<file path="src/rtl/fcg_pkg.sv">
`timescale 1ns/100ps
package fcg_pkg;
  localparam int BYTE_W     = 8;
  // Mode register bit positions
  localparam int MODE_EW1_B = 1;
  localparam int MODE_LK0_B = 5;
  localparam int MODE_LK1_B = 6;
  localparam int MODE_ONE_B = 7;
  localparam int LOCK_N     = 2;
  // Suspend register bit positions
  localparam int SUSP_EN_B  = 0;
  localparam int SUSP_REQ_B = 1;
  localparam int SUSP_RDY_B = 6;

  typedef enum logic {MODE_SW_SUSP = 1'b0, MODE_IRQ_SUSP = 1'b1} susp_mode_e;
endpackage

</file>
<file path="src/rtl/fcg_step_track.sv">
`timescale 1ns/100ps
// Remembers the previous write to one register; any write elsewhere cancels it.
module fcg_step_track #(
  parameter int W = 1
) (
  input  logic         clk,
  input  logic         rst_n,
  input  logic         bus_we,
  input  logic         hit,
  input  logic [W-1:0] wbits,
  output logic         prv_vld,
  output logic [W-1:0] prv_bits
);
  always_ff @(posedge clk) begin
    if (!rst_n) begin
      prv_vld  <= 1'b0;
      prv_bits <= '0;
    end else if (bus_we) begin
      prv_vld <= hit;
      if (hit) prv_bits <= wbits;
    end
  end

  assert_cancel_on_foreign_R5: assert property (@(posedge clk) disable iff (!rst_n)
    (bus_we && !hit) |=> !prv_vld);
endmodule

</file>
<file path="src/rtl/fcg_mode_reg.sv">
`timescale 1ns/100ps
// Mode bit and block-lock bits, gated by rewrite-enable.
module fcg_mode_reg
  import fcg_pkg::*;
(
  input  logic              clk,
  input  logic              rst_n,
  input  logic              rewrite_en,
  input  logic              wr_hit,
  input  logic [LOCK_N:0]   wbits,     // {lk1, lk0, ew1}
  input  logic              prv_vld,
  input  logic [LOCK_N:0]   prv_bits,
  output logic              ew1_q,
  output logic [LOCK_N-1:0] lock_q
);
  logic ew1_pair;
  assign ew1_pair = prv_vld && !prv_bits[0];

  always_ff @(posedge clk) begin
    if (!rst_n || !rewrite_en) ew1_q <= 1'b0;
    else if (wr_hit)           ew1_q <= wbits[0] && (ew1_q || ew1_pair);
  end

  for (genvar g = 0; g < LOCK_N; g++) begin : g_lock
    logic clr_pair;
    assign clr_pair = prv_vld && prv_bits[g+1];
    always_ff @(posedge clk) begin
      if (!rst_n || !rewrite_en) lock_q[g] <= 1'b0;
      else if (wr_hit) begin
        if (wbits[g+1])    lock_q[g] <= 1'b1;
        else if (clr_pair) lock_q[g] <= 1'b0;
      end
    end

    assert_lock_clear_pair_R3: assert property (@(posedge clk) disable iff (!rst_n)
      ($fell(lock_q[g]) && $past(rewrite_en)) |->
        $past(wr_hit && !wbits[g+1] && prv_vld && prv_bits[g+1]));
  end

  assert_ew1_needs_pair_R2: assert property (@(posedge clk) disable iff (!rst_n)
    $rose(ew1_q) |-> $past(wr_hit && wbits[0] && prv_vld && !prv_bits[0] && rewrite_en));

  assert_drop_on_disable_R4: assert property (@(posedge clk) disable iff (!rst_n)
    !rewrite_en |=> (!ew1_q && lock_q == '0));
endmodule

</file>
<file path="src/rtl/fcg_susp_reg.sv">
`timescale 1ns/100ps
// Suspend-enable and suspend-request logic.
module fcg_susp_reg
  import fcg_pkg::*;
(
  input  logic clk,
  input  logic rst_n,
  input  logic erase_busy,
  input  logic irq_req,
  input  logic ew1,
  input  logic wr_hit,
  input  logic w_en,
  input  logic w_req,
  input  logic prv_vld,
  input  logic prv_en,
  output logic en_q,
  output logic req_o
);
  susp_mode_e mode;
  logic       window;
  logic       req_q;

  assign mode   = susp_mode_e'(ew1);
  assign window = en_q && erase_busy;
  assign req_o  = req_q && window;

  always_ff @(posedge clk) begin
    if (!rst_n)      en_q <= 1'b0;
    else if (wr_hit) en_q <= w_en && (en_q || (prv_vld && !prv_en));
  end

  always_ff @(posedge clk) begin
    if (!rst_n || !window) req_q <= 1'b0;
    else begin
      case (mode)
        MODE_IRQ_SUSP: begin
          if (irq_req)              req_q <= 1'b1;
          else if (wr_hit && !w_req) req_q <= 1'b0;
        end
        default: begin
          if (wr_hit) req_q <= w_req;
        end
      endcase
    end
  end

  assert_en_needs_pair_R6: assert property (@(posedge clk) disable iff (!rst_n)
    $rose(en_q) |-> $past(wr_hit && w_en && prv_vld && !prv_en));

  assert_closed_window_R7: assert property (@(posedge clk) disable iff (!rst_n)
    !(en_q && erase_busy) |=> !req_q);

  assert_sw_load_R8: assert property (@(posedge clk) disable iff (!rst_n)
    (wr_hit && !ew1 && en_q && erase_busy) |=> (req_q == $past(w_req)));

  assert_irq_only_set_R9: assert property (@(posedge clk) disable iff (!rst_n)
    ($rose(req_q) && $past(ew1)) |-> $past(irq_req));
endmodule

</file>
<file path="src/rtl/fcg_regs.sv">
`timescale 1ns/100ps
module fcg_regs
  import fcg_pkg::*;
#(
  parameter int                ADDR_W    = 16,
  parameter logic [ADDR_W-1:0] MODE_ADDR = 16'h01B5,
  parameter logic [ADDR_W-1:0] SUSP_ADDR = 16'h01B3
) (
  input  logic              clk,
  input  logic              rst_n,
  input  logic [ADDR_W-1:0] bus_addr,
  input  logic              bus_we,
  input  logic [BYTE_W-1:0] bus_wdata,
  output logic [BYTE_W-1:0] bus_rdata,
  input  logic              rewrite_en_i,
  input  logic              erase_busy_i,
  input  logic              irq_req_i,
  input  logic              rd_ok_i,
  output logic              ew1_mode_o,
  output logic              blk0_lock_o,
  output logic              blk1_lock_o,
  output logic              susp_req_o
);
  localparam int MODE_TW = LOCK_N + 1;

  logic               sel_mode, sel_susp, hit_mode, hit_susp;
  logic [MODE_TW-1:0] mode_wbits, mode_prv_bits;
  logic               mode_prv_vld;
  logic               susp_prv_vld, susp_prv_en;
  logic               ew1_q, en_q, req_vis;
  logic [LOCK_N-1:0]  lock_q;
  logic               unused_wbits;

  assign sel_mode = (bus_addr == MODE_ADDR);
  assign sel_susp = (bus_addr == SUSP_ADDR);
  assign hit_mode = bus_we && sel_mode;
  assign hit_susp = bus_we && sel_susp;

  assign mode_wbits   = {bus_wdata[MODE_LK1_B], bus_wdata[MODE_LK0_B], bus_wdata[MODE_EW1_B]};
  assign unused_wbits = ^{bus_wdata[7], bus_wdata[4:2], bus_wdata[0]};

  fcg_step_track #(.W(MODE_TW)) u_mode_trk (
    .clk(clk), .rst_n(rst_n), .bus_we(bus_we), .hit(hit_mode),
    .wbits(mode_wbits), .prv_vld(mode_prv_vld), .prv_bits(mode_prv_bits)
  );

  fcg_step_track #(.W(1)) u_susp_trk (
    .clk(clk), .rst_n(rst_n), .bus_we(bus_we), .hit(hit_susp),
    .wbits(bus_wdata[SUSP_EN_B]), .prv_vld(susp_prv_vld), .prv_bits(susp_prv_en)
  );

  fcg_mode_reg u_mode (
    .clk(clk), .rst_n(rst_n), .rewrite_en(rewrite_en_i), .wr_hit(hit_mode),
    .wbits(mode_wbits), .prv_vld(mode_prv_vld), .prv_bits(mode_prv_bits),
    .ew1_q(ew1_q), .lock_q(lock_q)
  );

  fcg_susp_reg u_susp (
    .clk(clk), .rst_n(rst_n), .erase_busy(erase_busy_i), .irq_req(irq_req_i),
    .ew1(ew1_q), .wr_hit(hit_susp), .w_en(bus_wdata[SUSP_EN_B]),
    .w_req(bus_wdata[SUSP_REQ_B]), .prv_vld(susp_prv_vld), .prv_en(susp_prv_en),
    .en_q(en_q), .req_o(req_vis)
  );

  always_comb begin
    bus_rdata = '0;
    if (sel_mode) begin
      bus_rdata[MODE_ONE_B] = 1'b1;
      bus_rdata[MODE_LK1_B] = lock_q[1];
      bus_rdata[MODE_LK0_B] = lock_q[0];
      bus_rdata[MODE_EW1_B] = ew1_q;
    end else if (sel_susp) begin
      bus_rdata[SUSP_RDY_B] = rd_ok_i;
      bus_rdata[SUSP_REQ_B] = req_vis;
      bus_rdata[SUSP_EN_B]  = en_q;
    end
  end

  assign ew1_mode_o  = ew1_q;
  assign blk0_lock_o = lock_q[0];
  assign blk1_lock_o = lock_q[1];
  assign susp_req_o  = req_vis;

  assert_mode_fixed_R10: assert property (@(posedge clk) disable iff (!rst_n)
    sel_mode |-> (bus_rdata[MODE_ONE_B] && bus_rdata[4:2] == 3'b000 && !bus_rdata[0]));
endmodule

</file>
<file path="config.mk">
export PLATFORM = sky130hd
export DESIGN_NAME = fcg_regs
export DESIGN_NICKNAME = d
export VERILOG_FILES = /design/src/rtl/fcg_pkg.sv /design/src/rtl/fcg_step_track.sv /design/src/rtl/fcg_mode_reg.sv /design/src/rtl/fcg_susp_reg.sv /design/src/rtl/fcg_regs.sv
export SDC_FILE = /design/constraint.sdc
export NUM_CORES = 1
export LEC_CHECK = 0
export BUFFER_PORTS_ARGS = -buffer_cell sky130_fd_sc_hd__buf_4
export CAP_MARGIN = 0
export CORE_UTILIZATION = 43
export DETAILED_ROUTE_END_ITERATION = 10
export PLACE_DENSITY = 0.88
export SLEW_MARGIN = 10
export SYNTH_ARGS = -nofsm -noshare
export SYNTH_HDL_FRONTEND = slang
export SYNTH_SLANG_ARGS = --single-unit
</file>
<file path="constraint.sdc">
create_clock -name clk -period 3.4 [get_ports clk]
set_input_delay 0.34 -clock clk [delete_from_list [all_inputs] [get_ports clk]]
set_output_delay 0.34 -clock clk [all_outputs]
set_load 0.05 [all_outputs]
</file>
* After elaboration in Yosys (flattened, before gate mapping)
Cells that the tools add are included.
Word-level totals: bits in read-only memories 0, word-level logic and storage cells 56, input bits 31, bits in latches 0, register bits 11, memory bits (writable) 0, memories kept 0
Operators by class: multipliers 0, add/subtract/negate cells 0, divide/modulo/power cells 0, shift-type cells 0, muxes and demuxes 15, $lt $le $gt $ge 0, reduce and logical (&&, ||, !) cells 29, equality and inequality tests 3, bitwise gates (word level) 0
Operator list (count):
- $eq 16x9->1 const B | 2
- $mux 1 | 14
- $logic_and 1x1->1 | 11
- $reduce_and 2->1 | 5
- $logic_not 1->1 | 6
- $reduce_bool 2->1 | 3
- $logic_or 1x1->1 | 4
- $ne 3x2->1 const B | 1
- $mux 2 | 1

* Longest topological paths before layout
Gate-level depths: netlist of the first run.
depth in word-level cells 6, depth in mapped cells 5, depth with buffers taken out 5

* By module
A second synthesis of the first run with hierarchy kept.
Unflattened totals: cell total of the unflattened synthesis 75, area, all modules 630.6 µm²
Modules (own cells, without submodules):
- fcg_regs | instances 1, area an instance 167.7 µm², sequential area each 0.0 µm², cells each 24
- fcg_step_track at u_mode_trk | instances 1, area an instance 147.6 µm², sequential area each 80.1 µm², cells each 16
- fcg_mode_reg | instances 1, area an instance 143.9 µm², sequential area each 60.1 µm², cells each 14
- fcg_susp_reg | instances 1, area an instance 96.3 µm², sequential area each 40.0 µm², cells each 13
- fcg_step_track at u_susp_trk | instances 1, area an instance 75.1 µm², sequential area each 40.0 µm², cells each 8

* Worst setup path after synthesis of the first run
No wires, ideal clock.
kind input to output, from input port bus_addr[9], to output port bus_rdata[1], arrival time 1460 ps, path buffers 1, stages 4, path slack 1600 ps, cell sequence nor4b_4 > and4_1 > buf_4 > a22o_1
Between the ends: longest elaborated chain between the ends 3, elaborated cells between the ends (all ways) 4
RTL lines:
- start: declaration | RTL line fcg_regs.sv:11 | input logic [ADDR_W-1:0] bus_addr,
- $eq 16x9->1 | RTL line fcg_regs.sv:35 | assign sel_susp = (bus_addr == SUSP_ADDR);
- $mux 2 | RTL line fcg_regs.sv:72 | end else if (sel_susp) begin
- $mux 1 (*) | RTL line fcg_regs.sv:67 | if (sel_mode) begin
- end: declaration | RTL line fcg_regs.sv:14 | output logic [BYTE_W-1:0] bus_rdata,
Mark *: on every way between the ends. The rest lies on a longest branch, timed or not.

* Final worst setup path of the first run
from input port bus_addr[13], to output port bus_rdata[1]
The elaborated chain is that of the path after synthesis.

==> flow_metrics.env, run 1 <==
export IMPL_cp_arrival_ns=1.60
export IMPL_die_w_um=40.6
export IMPL_clk_latency_ns=0.27
export IMPL_die_h_um=40.6
export IMPL_setup_tns_ns=0
export IMPL_r2r_end="u_susp.req_q"
export IMPL_drv_slew=0
export IMPL_slowest_stage="and4_1"
export IMPL_gr_total_overflow=0
export IMPL_rr_startpoint="u_mode.ew1_q"
export IMPL_fin_crit_sh=0.572
export IMPL_finalNetCount=139
export IMPL_dr_total_vias=663
export IMPL_cp_start_kind="input pin"
export IMPL_place_hpwl_um=1350
export IMPL_clk_path_buf_depth=2
export IMPL_synth_area_top_cells="dfxtp_1, a21oi_1, buf_4"
export IMPL_grt_use_total=0.226
export IMPL_avgRoutedWirePerCell_um=13.4
export IMPL_post_cts_buffers=0
export IMPL_holdBufCountCts=0
export IMPL_hold_path_end="u_susp.req_q"
export IMPL_cts_root_buffer="clkbuf_4"
export IMPL_drtAntennaViolNets=0
export IMPL_finalHoldViolations=0
export IMPL_ctsResizeCount=0
export IMPL_drc=0
export IMPL_holdPathStages=3
export IMPL_fp_dieArea_um2=1650
export IMPL_drive_above_1_share=0.421
export IMPL_cp_common_cell="buf_4"
export IMPL_max_stage_delay_ns=0.42
export IMPL_cts_tree="built"
export IMPL_row_count=13
export IMPL_grt_max_degree=13
export IMPL_p_leak_nw=0.397
export IMPL_syn_cell_area_um2=642
export IMPL_min_from="erase_busy_i"
export IMPL_clkTransAtPathRegs_ns=0.07
export IMPL_ys_ff_latch=11
export IMPL_ys_warn_count=0
export IMPL_worstSetupPathType="in -> out"
export IMPL_path_cells="buf_4 -> nor4_4 -> and4_1 -> a22o_1 -> buf_4"
export IMPL_via_per_inst=5.43
export IMPL_required_ns=3.06
export IMPL_layout_commonest_cell="buf_4"
export IMPL_maxCapViolCount=0
export IMPL_yosys_area_top_type="dfxtp_1"
export IMPL_r2r_setup_slack_ns=2.38
export IMPL_clock_sinks=11
export IMPL_crit_path_end_kind="output port"
export IMPL_vdd_drop_max_mv=0.306
export IMPL_ctsHtreeMaxLevel=1
export IMPL_rsz0062_at_grt="false"
export IMPL_core_um2=1350
export IMPL_drt_iter0_drc=15
export IMPL_synth_top_cell_area_share=0.343
export IMPL_gp_congestion=0.759
export IMPL_start_util=0.475
export IMPL_io_buffers=35
export IMPL_status="finished clean"
export IMPL_setup_violations=0
export IMPL_cp_max_fo=7
export IMPL_total_power_mw=0.260
export IMPL_grt_pass1_vias=582
export IMPL_synth_cell_types=28
export IMPL_antenna_found_initial=0
export IMPL_skew_ns=0.0108
export IMPL_drtPass1Iterations=5
export IMPL_yosysSeqAreaShare=0.343
export IMPL_min_path_type="in -> reg"
export IMPL_fillers=122
export IMPL_antenna_cells=0
export IMPL_max_freq_mhz=514
export IMPL_fin_crit_ns=1.94
export IMPL_pwr_density_cell_nw_per_um2=285
export IMPL_syn_inst=72
export IMPL_syn_to_final_growth_pct=42.1
export IMPL_layout_common_cells="buf_4, dfxtp_1, a21oi_1, o21ai_0, nand3_1"
export IMPL_syn_avg_cell_area_um2=8.91
export IMPL_routed_wirelength_um=1630
export IMPL_tritoncts_num_buffers=3
export IMPL_r2r_cells=3
export IMPL_grt_pass1_wl_um=2450
export IMPL_ioPinCount=43
[layer usage]
metal | vias up | track usage | share of wire
li1 | 331 | - | -
met3 | 2 | 0.0870 | 0.045
met4 | 0 | 0.0333 | 0.012
met5 | - | 0 | 0
met2 | 19 | 0.405 | 0.57
met1 | 311 | 0.258 | 0.38
[synthesized netlist by cell type (all sizes together)]
library cell	count
nand2	4
and3	1
a41oi	2
nor4bb	1
a22o	2
nand4	2
and4bb	1
nor4b	1
and4b	1
clkbuf	1
buf	5
mux2i	1
o21ai	7
clkinv	1
conb	1
dfxtp	11
nor2	2
a222oi	1
nand3	7
nor3	4
nor4	1
inv	4
and2	2
and4	1
a21oi	8
[critical path, delay by kind of cell]
kind	cells	cell delay, ns
AOI/OAI and AO/OA	1	0.18
buffers and inverters	2	0.31
and+or+nand+nor	2	0.78
[how the worst max path moves through the flow]
stage | startpoint | to | slack, ns | cells after the start
after CTS | bus_addr[13] | bus_rdata[1] | 1.45 | 5
after global placement | bus_addr[13] | bus_rdata[6] | 1.47 | 5
final | bus_addr[13] | bus_rdata[1] | 1.46 | 5
after global routing | bus_addr[2] | bus_rdata[1] | 1.36 | 5
after floorplan | bus_addr[9] | bus_rdata[1] | 1.60 | 4
after detailed placement | bus_addr[13] | bus_rdata[1] | 1.45 | 5
[stage by stage]
stage / std cells / cell area, µm² / worst slack [ns] / utilization / hold slack, ns
6_report: 122 / 912 / 1.46 / 0.676 / 0.337
3_3_place_gp: 118 / 886 / 1.47 / 0.656 / 0.459
4_1_cts: 122 / 912 / 1.45 / 0.676 / 0.332
5_1_grt: 122 / 912 / 1.36 / 0.676 / 0.357
2_1_floorplan: 74 / 649 / 1.60 / - / 0.450
3_5_place_dp: 118 / 886 / 1.45 / 0.656 / 0.474
[report_power, final]
group	internal, mW	leakage [nW]	switching, mW	total, mW
registers	0.129	0.0885	0.000000437	0.129
logic	0.0226	0.294	0.0219	0.0445
clock network	0.0453	0.0150	0.0416	0.0870
[state kept, by name (all words and copies together), names as in the netlist]
name / flops
u_mode.ew1_q: 1
u_susp.en_q: 1
u_mode.lock_q: 2
u_mode_trk.prv_bits: 3
u_susp.req_q: 1
u_susp_trk.prv_bits: 1
u_susp_trk.prv_vld: 1
u_mode_trk.prv_vld: 1
[area by class of cell]
type                    count  area (µm²)  share of cell area
multi-input cells          52         364               0.399
flip-flops and latches     11         220               0.241
well taps                  15        18.8              0.0206
repair buffers             35         263               0.288
inverters                   5        20.0              0.0219
clock buffers               4        26.3              0.0288
[logic make-up after synthesis]
family	share of synthesized area
AO/OA/AOI/OAI	0.199
buffers and inverters	0.101
flip-flops	0.343
multiplexers	0.0156
other	0.00584
AND/OR/NAND/NOR	0.335
(Power assumes the default switching activity.)
==> inputs of run 2 (changes only) <==
ABC_AREA = 1   (was default)
CORE_ASPECT_RATIO = 1.25   (was default)
CORE_UTILIZATION = 40   (was 43)
PLACE_DENSITY = 0.82   (was 0.88)
clock period = 1.9 ns   (was 3.4 ns; I/O delays follow)
==> flow_metrics.env, run 2 <==
export IMPL_grt_max_degree=8
export IMPL_avgRoutedWirePerCell_um=10.0
export IMPL_required_ns=1.71
export IMPL_grt_pass1_wl_um=2230
export IMPL_cp_arrival_ns=1.20
export IMPL_pwr_density_cell_nw_per_um2=490
export IMPL_finalNetCount=168
export IMPL_crit_family="simple AND/OR/NAND/NOR gates"
export IMPL_p_leak_nw=0.460
export IMPL_syn_to_final_growth_pct=43.3
export IMPL_ctsResizeCount=0
export IMPL_maxCapViolCount=0
export IMPL_drtPass1Iterations=4
export IMPL_finalHoldViolations=0
export IMPL_io_buffers=35
export IMPL_drt_iter0_drc=13
export IMPL_crit_path_end_kind="output port"
export IMPL_multi_input_comb_area_um2=364
export IMPL_synth_area_top_cells="dfxtp_1, nand2_1, inv_1"
export IMPL_cp_common_cell="buf_4"
export IMPL_path_cells="buf_4 -> nor2_1 -> nand3_2 -> nor2_4 -> nand2_4 -> inv_2 -> nand2_1 -> o21ai_1 -> buf_4"
export IMPL_cts_root_buffer="clkbuf_4"
export IMPL_yosysMostFrequentCell="nand2_1"
export IMPL_via_per_inst=4.81
export IMPL_cts_tree="built"
export IMPL_synth_async_reset_ratio=0
export IMPL_layout_common_cells="buf_4, nand2_1, inv_1, dfxtp_1, a21oi_1"
export IMPL_min_path_type="in -> reg"
export IMPL_max_stage_delay_ns=0.21
export IMPL_fillers=149
export IMPL_synth_edf_count=0
export IMPL_clock_sinks=11
export IMPL_synth_top_cell_area_share=0.328
export IMPL_place_hpwl_um=1240
export IMPL_yosysSeqAreaShare=0.328
export IMPL_setup_tns_ns=0
export IMPL_gp_congestion=0.736
export IMPL_synth_cell_types=21
export IMPL_slowest_stage="buf_4"
export IMPL_worstSetupPathType="in -> out"
export IMPL_cp_max_fo=4
export IMPL_row_count=16
export IMPL_ctsHtreeMaxLevel=1
export IMPL_worst_path_stages=9
export IMPL_die_w_um=38.6
export IMPL_syn_inst=99
export IMPL_dr_total_vias=741
export IMPL_ioPinCount=43
export IMPL_gr_total_overflow=0
export IMPL_layout_commonest_cell="buf_4"
export IMPL_largest_register_ff_count=3
export IMPL_drtAntennaViolNets=0
export IMPL_antenna_cells=0
export IMPL_grt_pass1_vias=620
export IMPL_antenna_found_initial=0
export IMPL_syn_avg_cell_area_um2=6.77
export IMPL_rsz0062_at_grt="false"
export IMPL_ys_warn_count=0
export IMPL_synthTopCellsByCount="nand2_1, inv_1, dfxtp_1"
export IMPL_drive_above_1_share=0.368
export IMPL_largestRegisters="u_mode_trk.prv_bits (3), u_mode.lock_q (2)"
export IMPL_skew_ns=0.00682
export IMPL_tritoncts_num_buffers=3
export IMPL_clk_latency_ns=0.28
export IMPL_die_h_um=47.8
export IMPL_fp_dieArea_um2=1850
export IMPL_setup_violations=0
export IMPL_ys_ff_latch=11
export IMPL_drc=0
export IMPL_seqCellArea_um2=220
export IMPL_post_cts_buffers=0
export IMPL_cp_start_kind="input pin"
export IMPL_clkTransAtPathRegs_ns=0.07
export IMPL_start_util=0.429
export IMPL_crit_buf_inv=3
export IMPL_r2r_cells=4
export IMPL_fin_crit_ns=1.39
export IMPL_max_freq_mhz=718
export IMPL_yosys_area_top_type="dfxtp_1"
export IMPL_fin_crit_sh=0.733
export IMPL_grt_use_total=0.169
export IMPL_drv_slew=0
export IMPL_regMostFlops="u_mode_trk.prv_bits"
export IMPL_routed_wirelength_um=1550
export IMPL_holdPathStages=3
export IMPL_status="finished clean"
export IMPL_syn_cell_area_um2=671
export IMPL_clk_path_buf_depth=2
export IMPL_vdd_drop_max_mv=0.313
export IMPL_holdBufCountCts=0
export IMPL_postSynth_topFlopCell="dfxtp_1"
export IMPL_core_um2=1560
export IMPL_total_power_mw=0.471
## run 2: kinds of logic after synthesis
family | share of synthesized area
flip-flops | 0.328
other | 0.00559
AO/OA/AOI/OAI | 0.134
buffers and inverters | 0.140
AND/OR/NAND/NOR | 0.392
## run 2: through the flow
| step | std cells | instance area (µm²) | hold slack, ns | setup slack [ns] | utilization |
|---|---|---|---|---|---|
| 3_5_place_dp | 150 | 933 | 0.452 | 0.501 | 0.598 |
| 3_3_place_gp | 150 | 933 | 0.444 | 0.528 | 0.598 |
| 6_report | 154 | 961 | 0.185 | 0.508 | 0.615 |
| 4_1_cts | 154 | 961 | 0.185 | 0.492 | 0.615 |
| 2_1_floorplan | 101 | 678 | 0.330 | 0.00703 | - |
| 5_1_grt | 154 | 961 | 0.186 | 0.390 | 0.615 |
## run 2: path summary, 6_finish.rpt
kind	from	to	slack, ns
hold / removal	erase_busy_i	u_susp.req_q	0.18
setup reg to reg	u_mode_trk.prv_vld	u_mode.ew1_q	0.95
setup / recovery	bus_addr[1]	bus_rdata[6]	0.51
hold reg to reg	u_susp_trk.prv_bits	u_susp_trk.prv_bits	0.46
## run 2: where the power goes
| part | internal [mW] | switching, mW |
|---|---|---|
| registers | 0.230 | 0.000000693 |
| logic | 0.0392 | 0.0383 |
| clock network | 0.0782 | 0.0850 |
## run 2: cell type report
cell class | count | area share
multi-input cells | 69 | 0.379
repair buffers | 35 | 0.273
flip-flops and latches | 11 | 0.229
inverters | 17 | 0.0664
clock buffers | 3 | 0.0234
well taps | 18 | 0.0234
clock inverters | 1 | 0.00521
## run 2: layer usage
metal / up-vias / track usage / part of all wire
li1: 381 / - / -
met1: 319 / 0.184 / 0.40
met2: 38 / 0.310 / 0.49
met3: 3 / 0.0186 / 0.089
met4: 0 / 0.103 / 0.023
met5: - / 0 / 0
## run 2: worst reg2reg max path, stage by stage, from the launching register on
cell and delay [ns]:
dfxtp_1 0.37, inv_1 0.05, o21ai_0 0.21, nand3_1 0.12, a21oi_1 0.14
